===== src/rtl/ccr_pkg.sv =====
package ccr_pkg;
  localparam int AW     = 3;
  localparam int NCHAR  = 3;
  localparam int NSTAT  = 4;
  localparam int CTRL_W = 6;
  // character register slots (host address equals slot index)
  localparam int IDX_XON  = 0;
  localparam int IDX_XOFF = 1;
  localparam int IDX_ADR  = 2;
  // host addresses
  localparam logic [AW-1:0] A_CTRL = 3'd3;
  localparam logic [AW-1:0] A_IEN  = 3'd4;
  localparam logic [AW-1:0] A_CLR  = 3'd5;
  localparam logic [AW-1:0] A_LOAD = 3'd6;
  localparam logic [AW-1:0] A_GANG = 3'd7;
  // control bits
  localparam int C_FLOW  = 0;
  localparam int C_WAKE  = 1;
  localparam int C_DOZE  = 2;
  localparam int C_SXON  = 3;
  localparam int C_SXOFF = 4;
  localparam int C_SADR  = 5;
  // status bits
  localparam int S_XON   = 0;
  localparam int S_XOFF  = 1;
  localparam int S_AHIT  = 2;
  localparam int S_AMISS = 3;
endpackage


===== src/rtl/ccr_regs.sv =====
module ccr_regs
  import ccr_pkg::*;
#(
  parameter int DW = 8,
  parameter logic [DW-1:0] XON_DEF  = 8'h11,
  parameter logic [DW-1:0] XOFF_DEF = 8'h13,
  parameter logic [DW-1:0] ADR_DEF  = 8'h00
) (
  input  logic                       clk,
  input  logic                       rst_n,
  input  logic                       wr,
  input  logic [AW-1:0]              addr,
  input  logic [DW-1:0]              wdata,
  output logic [NCHAR-1:0][DW-1:0]   chars,
  output logic [CTRL_W-1:0]          ctrl,
  output logic [NSTAT-1:0]           inten
);
  function automatic logic [DW-1:0] def_of(input int idx);
    case (idx)
      IDX_XON:  def_of = XON_DEF;
      IDX_XOFF: def_of = XOFF_DEF;
      default:  def_of = ADR_DEF;
    endcase
  endfunction

  for (genvar g = 0; g < NCHAR; g++) begin : g_char
    logic [DW-1:0] ch_q, ch_d;
    logic          ch_en;
    always_comb begin
      ch_en = 1'b0;
      ch_d  = ch_q;
      if (wr) begin
        if (addr == AW'(g) || addr == A_GANG) begin
          ch_en = 1'b1;
          ch_d  = wdata;
        end else if (addr == A_LOAD && g != IDX_ADR) begin
          ch_en = 1'b1;
          ch_d  = def_of(g);
        end
      end
    end
    always_ff @(posedge clk or negedge rst_n) begin
      if (!rst_n)     ch_q <= def_of(g);
      else if (ch_en) ch_q <= ch_d;
    end
    assign chars[g] = ch_q;
  end

  logic ctrl_en, ien_en;
  assign ctrl_en = wr && addr == A_CTRL;
  assign ien_en  = wr && addr == A_IEN;

  always_ff @(posedge clk or negedge rst_n) begin
    if (!rst_n) begin
      ctrl  <= '0;
      inten <= '0;
    end else begin
      if (ctrl_en) ctrl  <= wdata[CTRL_W-1:0];
      if (ien_en)  inten <= wdata[NSTAT-1:0];
    end
  end
endmodule


===== src/rtl/ccr_match.sv =====
module ccr_match
  import ccr_pkg::*;
#(
  parameter int DW = 8
) (
  input  logic [DW-1:0]            data,
  input  logic [NCHAR-1:0][DW-1:0] chars,
  output logic [NCHAR-1:0]         eq
);
  for (genvar g = 0; g < NCHAR; g++) begin : g_cmp
    assign eq[g] = (data == chars[g]);
  end
endmodule


===== src/rtl/ccr_core.sv =====
module ccr_core
  import ccr_pkg::*;
#(
  parameter int DW = 8
) (
  input  logic              clk,
  input  logic              rst_n,
  input  logic              rx_valid,
  input  logic [DW-1:0]     rx_data,
  input  logic              rx_break,
  input  logic              rx_is_addr,
  input  logic [CTRL_W-1:0] ctrl,
  input  logic [NCHAR-1:0]  eq,
  input  logic              clr_wr,
  input  logic [NSTAT-1:0]  clr_mask,
  output logic              fifo_push,
  output logic [DW-1:0]     fifo_data,
  output logic              tx_pause,
  output logic              awake,
  output logic [NSTAT-1:0]  status
);
  logic flow, wake, doze, clean;
  logic hit_xon, hit_xoff, hit_adr, miss_adr, pass, strip;
  logic push_d, pause_d, awake_d;
  logic [NSTAT-1:0] ev, status_d;

  assign flow  = ctrl[C_FLOW];
  assign wake  = ctrl[C_WAKE];
  assign doze  = ctrl[C_DOZE];
  assign clean = rx_valid && !rx_break;

  always_comb begin
    hit_xon  = clean && flow && !(wake && rx_is_addr) && eq[IDX_XON];
    hit_xoff = clean && flow && !(wake && rx_is_addr) && eq[IDX_XOFF];
    hit_adr  = clean && wake && rx_is_addr && eq[IDX_ADR];
    miss_adr = clean && wake && rx_is_addr && !eq[IDX_ADR];
    pass     = !wake || hit_adr || (awake && !(miss_adr && doze));
    strip    = (hit_xon && ctrl[C_SXON]) || (hit_xoff && ctrl[C_SXOFF]) ||
               (hit_adr && ctrl[C_SADR]);
    push_d   = rx_valid && pass && !strip;

    pause_d = tx_pause;
    if (hit_xoff)     pause_d = 1'b1;
    else if (hit_xon) pause_d = 1'b0;

    awake_d = awake;
    if (hit_adr)               awake_d = 1'b1;
    else if (miss_adr && doze) awake_d = 1'b0;

    ev = '0;
    ev[S_XON]   = hit_xon;
    ev[S_XOFF]  = hit_xoff;
    ev[S_AHIT]  = hit_adr;
    ev[S_AMISS] = miss_adr;
    status_d = (status & ~(clr_wr ? clr_mask : '0)) | ev;
  end

  always_ff @(posedge clk or negedge rst_n) begin
    if (!rst_n) begin
      fifo_push <= 1'b0;
      fifo_data <= '0;
      tx_pause  <= 1'b0;
      awake     <= 1'b0;
      status    <= '0;
    end else begin
      fifo_push <= push_d;
      if (rx_valid) fifo_data <= rx_data;
      tx_pause  <= pause_d;
      awake     <= awake_d;
      status    <= status_d;
    end
  end
endmodule


===== src/rtl/rx_ctrl_char_filter.sv =====
module rx_ctrl_char_filter
  import ccr_pkg::*;
#(
  parameter int DW = 8,
  parameter logic [DW-1:0] XON_DEF  = 8'h11,
  parameter logic [DW-1:0] XOFF_DEF = 8'h13,
  parameter logic [DW-1:0] ADR_DEF  = 8'h00
) (
  input  logic             clk,
  input  logic             rst_n,
  input  logic             host_wr,
  input  logic [AW-1:0]    host_addr,
  input  logic [DW-1:0]    host_wdata,
  input  logic             rx_valid,
  input  logic [DW-1:0]    rx_data,
  input  logic             rx_break,
  input  logic             rx_is_addr,
  output logic             fifo_push,
  output logic [DW-1:0]    fifo_data,
  output logic             tx_pause,
  output logic             rx_enable,
  output logic [NSTAT-1:0] status,
  output logic             irq
);
  logic [NCHAR-1:0][DW-1:0] chars;
  logic [CTRL_W-1:0]        ctrl_q;
  logic [NSTAT-1:0]         inten_q;
  logic [NCHAR-1:0]         eq;
  logic                     awake_q;
  logic                     clr_wr;

  assign clr_wr = host_wr && host_addr == A_CLR;

  ccr_regs #(.DW(DW), .XON_DEF(XON_DEF), .XOFF_DEF(XOFF_DEF), .ADR_DEF(ADR_DEF)) u_regs (
    .clk(clk), .rst_n(rst_n), .wr(host_wr), .addr(host_addr), .wdata(host_wdata),
    .chars(chars), .ctrl(ctrl_q), .inten(inten_q)
  );

  ccr_match #(.DW(DW)) u_match (.data(rx_data), .chars(chars), .eq(eq));

  ccr_core #(.DW(DW)) u_core (
    .clk(clk), .rst_n(rst_n), .rx_valid(rx_valid), .rx_data(rx_data),
    .rx_break(rx_break), .rx_is_addr(rx_is_addr), .ctrl(ctrl_q), .eq(eq),
    .clr_wr(clr_wr), .clr_mask(host_wdata[NSTAT-1:0]),
    .fifo_push(fifo_push), .fifo_data(fifo_data), .tx_pause(tx_pause),
    .awake(awake_q), .status(status)
  );

  assign rx_enable = !ctrl_q[C_WAKE] || awake_q;
  assign irq       = |(status & inten_q);
endmodule


===== config.mk =====
export PLATFORM = sky130hd
export DESIGN_NAME = rx_ctrl_char_filter
export DESIGN_NICKNAME = d
export VERILOG_FILES = /design/src/rtl/ccr_pkg.sv /design/src/rtl/ccr_regs.sv /design/src/rtl/ccr_match.sv /design/src/rtl/ccr_core.sv /design/src/rtl/rx_ctrl_char_filter.sv
export SDC_FILE = /design/constraint.sdc
export NUM_CORES = 1
export LEC_CHECK = 0
export ABC_AREA = 0
export BUFFER_PORTS_ARGS = -buffer_cell sky130_fd_sc_hd__buf_2
export CORE_ASPECT_RATIO = 1.4
export CORE_MARGIN = 5
export CORE_UTILIZATION = 40
export CTS_CLUSTER_DIAMETER = 100
export DETAILED_ROUTE_END_ITERATION = 8
export GPL_TIMING_DRIVEN = 0
export PLACE_DENSITY = 0.7
export SYNTH_ARGS = -nofsm -noshare
export SYNTH_HDL_FRONTEND = slang
export SYNTH_HIERARCHICAL = 1
export SYNTH_SLANG_ARGS = --single-unit

===== constraint.sdc =====
create_clock -name clk -period 2.95 [get_ports clk]
set_input_delay 0.1475 -clock clk [delete_from_list [all_inputs] [get_ports clk]]
set_output_delay 0.1475 -clock clk [all_outputs]
set_load 0.02 [all_outputs]

==> summary.txt <==
Timing
  • Setup Skew: 6.46 ps
  • Final setup viols: 0
  • Final period utilization: 56.2%
  • Final Max Tran Viols: 0
  • Post-layout minimum cycle time: 1660 ps
  • Fmax: 0.603 GHz
  • Final number of hold-violating endpoints: 0
  • Tightest Pin Transition: 1060 ps
  • RSZ-0062 raised after global routing: no
  • Setup TNS: 0 ps
  • Slew margin rel.: 29.1%
  • Post-route worst setup slack: 1290 ps

Worst setup path
  • CP max-delay cell: dfstp_2
  • R2R setup slack: 1290 ps
  • CP max stage delay: 580 ps
  • Levels on crit path: 6
  • Worst setup startpoint: u_regs/g_char[1].ch_q[0]$_DFFE_PN1P_
  • CP arrival: 1830 ps
  • Worst r2r src: u_regs/g_char[1].ch_q[0]$_DFFE_PN1P_
  • Max FO, Critical Path: 4
  • Worst reg2reg path endpoint: u_core/fifo_push$_DFF_PN0_
  • Req. time, crit path: 3120 ps
  • Crit-path cells: xnor2_1 > nand4_1 > nor2_1 > a22o_1 > and4_1 > a311oi_2
  • Crit path launch type: flop
  • CP endpoint kind: flop
  • Top Family by Delay on Critical Path: simple AND/OR/NAND/NOR gates
  • End of the critical path: u_core/fifo_push$_DFF_PN0_
  • Buf/Inv on CP: 0
  • Critical Setup Path Class: reg2reg
  • FF-to-FF path depth: 6

Die
  • Die area: 8520 sq um
  • Row cnt: 35
  • Die Y: 107 microns
  • Starting density of the core: 41.1%
  • Ports: 41
  • Placeable Area: 6570 sq um
  • Die W: 79.5 microns

Global route
  • Initial antenna violation count: 0
  • Vias in the first global route: 2138
  • First-pass GRT wire length: 10400 microns
  • Grt total ovfl: 0
  • Largest net degree at the start of global routing: 50
  • GRT Util Overall: 15.9%

Power and ir drop
  • Max VDD drop: 0.000241 V
  • Sequential share of power: 48.9%
  • Sw Ratio: 29.8%
  • Leakage power: 0.00133 uW
  • Cell Int Power: 1310 uW
  • Sw power: 554 uW
  • Combinational cell fraction of total power: 24.0%
  • Clock Power Share: 27.0%
  • Pwr/cell area: 597 nW/um^2

Clock network
  • CTS tree: built
  • CTS max path bufs: 2
  • Worst-Skew Late Latency: 300 ps
  • CTS Sinks: 49
  • Htree depth: 2
  • Worst-path clk slew: 90 ps
  • CTS root buf: clkbuf_8
  • CTS Buf Count: 5
  • Post-CTS Hold Buffers: 0
  • Post-CTS Setup Bufs: 0
  • Resize count post-CTS: 0

Logic synthesis
  • Post-synth EDFFs: 0
  • Synth Area in XOR/XNOR: 8.11%
  • Syn Area/Cell: 10.9 sq um
  • Distinct cells, synth: 42
  • Synth top cells by count: dfrtp_1, xnor2_1, mux2_1
  • Compound-cell area share of the yosys netlist: 15.8%
  • Syn. warnings: 6
  • Post-synth net total: 272
  • Main combinational cell family by area after synthesis: compound AO/OA/AOI/OAI gates
  • Ys flop type: dfrtp_1
  • Synth Instances: 247
  • Synth area leaders: dfrtp_1, mux2_1, xnor2_1
  • Synth Register Bits: 49
  • Post-synth top area share: 40.8%
  • Count leader, synth: dfrtp_1
  • Register area share after synthesis: 45.6%
  • Mapped cell area: 2700 sq um
  • Ys async rst share: 100%
  • Simple-gate portion of the synthesized area: 14.6%
  • Synth area leader: dfrtp_1
  • Proportion of synthesized area in mux cells: 11.7%
  • Adder-Cell Fraction of Synth Area: 0%

Layout
  • Final Net Count: 319
  • Post-route core utilization: 47.4%
  • Fraction of layout cells with a size suffix above 1: 27.1%
  • Fin area: 3110 sq um
  • Diode count: 0
  • Synthesis-to-layout area growth: 15.3%

Routing
  • Via count: 2046
  • Routed wire per std cell: 17.3 microns
  • DRT Pass-1 Iters: 4
  • Post-Route WL: 6390 microns
  • Drt drc: 0
  • Antenna viol nets, final: 0
  • DR iter-0 viols: 65
  • Via density: 5.54

Hold path
  • Worst hold path type: in2async

Outcome
  • Status: finished, final reports clean

Placement
  • Final HPWL DP: 4900 microns
  • GP Congestion: 0.882
  • Pre-CTS setup slack: 1300 ps
  • I/O Buffers: 40
  • Post-DP Area: 2990 sq um

Job
  • Number of max-cap violations: 0
[sequential cells by signal, indices dropped and copies added (netlist names)]
register            cells
u_regs/g_char.ch_q     24
u_core/fifo_data        8
u_regs/ctrl             6
u_core/status           4
u_regs/inten            4
u_core/awake            1
u_core/fifo_push        1
u_core/tx_pause         1
[metal layers]
| layer | routed length, microns | share of wire (%) | GRT usage, % |
|---|---|---|---|
| met5 | 0 | 0 | 0 |
| met4 | 182 | 2.8 | 7.37 |
| met3 | 232 | 3.6 | 2.77 |
| met2 | 3340 | 52 | 27.9 |
| met1 | 2640 | 41 | 18.4 |
[cell usage in the layout, fill, tap and decap left out, types with 2 or more instances in the layout]
cell,instances
inv_1,5
dfrtp_1,44
mux2_2,8
clkbuf_1,5
a22o_1,3
and4b_1,8
nand2b_1,6
a31oi_1,6
buf_2,48
a211oi_1,5
nand2_1,11
o21a_1,10
and4_1,2
clkbuf_8,6
a221oi_1,2
nand3_1,2
xnor2_1,25
buf_4,3
mux2_1,20
a21oi_1,7
o21ai_1,2
dfstp_2,5
a22oi_1,2
and3_1,2
nor2_1,6
nor2b_1,2
nand4_1,12
o21ai_0,12
o211ai_1,10
[area by class of cell]
type                            instances  area [sq um]
Buffer                                 17          92.6
Clock buffer                            6          82.6
Clock inverter                          2          37.5
Fill cell                             620          3450
Inverter                                5          18.8
Multi-Input combinational cell        176          1360
Sequential cell                        49          1230
Tap cell                               74          92.6
Timing Repair Buffer                   40           200
[kinds of logic (layout without fill, tap and decap cells)]
logic type	after synthesis	in the layout
AOI/OAI and AO/OA	63	63
xor gates and xnor gates	25	25
and+or+nand+nor	60	60
muxes	28	28
buffers and inverters	22	70
DFF	49	49
[power groups by stage]
stage / clock network (uW) / logic, uW / registers [uW]
6_report: 502 / 447 / 910
5_1_grt: 537 / 497 / 928
4_1_cts: 511 / 453 / 910
3_5_place_dp: 0 / 452 / 923
3_3_place_gp: 0 / 439 / 916
2_1_floorplan: 0 / 298 / 922
[stage by stage]
step           std cells  total power (uW)  hold WS [ps]
2_1_floorplan        247              1220          -148
3_3_place_gp         361              1350           410
3_5_place_dp         361              1380           420
4_1_cts              369              1870          89.0
5_1_grt              369              1960           130
6_report             369              1860          30.5
[worst min path at each step]
stage                       start                              endpoint  slack (ps)  cells past startpoint
floorplan                   rst_n              u_core/awake$_DFFE_PN0P_        -150                      0
global placement            rst_n  u_regs/g_char[0].ch_q[1]$_DFFE_PN0P_         410                      1
detailed placement          rst_n  u_regs/g_char[0].ch_q[1]$_DFFE_PN0P_         420                      1
CTS                         rst_n            u_core/status[2]$_DFF_PN0_          90                      1
global route        host_wdata[4]  u_regs/g_char[2].ch_q[4]$_DFFE_PN0P_         130                      2
finish                      rst_n  u_regs/g_char[0].ch_q[1]$_DFFE_PN0P_          30                      1
Note: power is estimated with default switching activity, not from simulation.
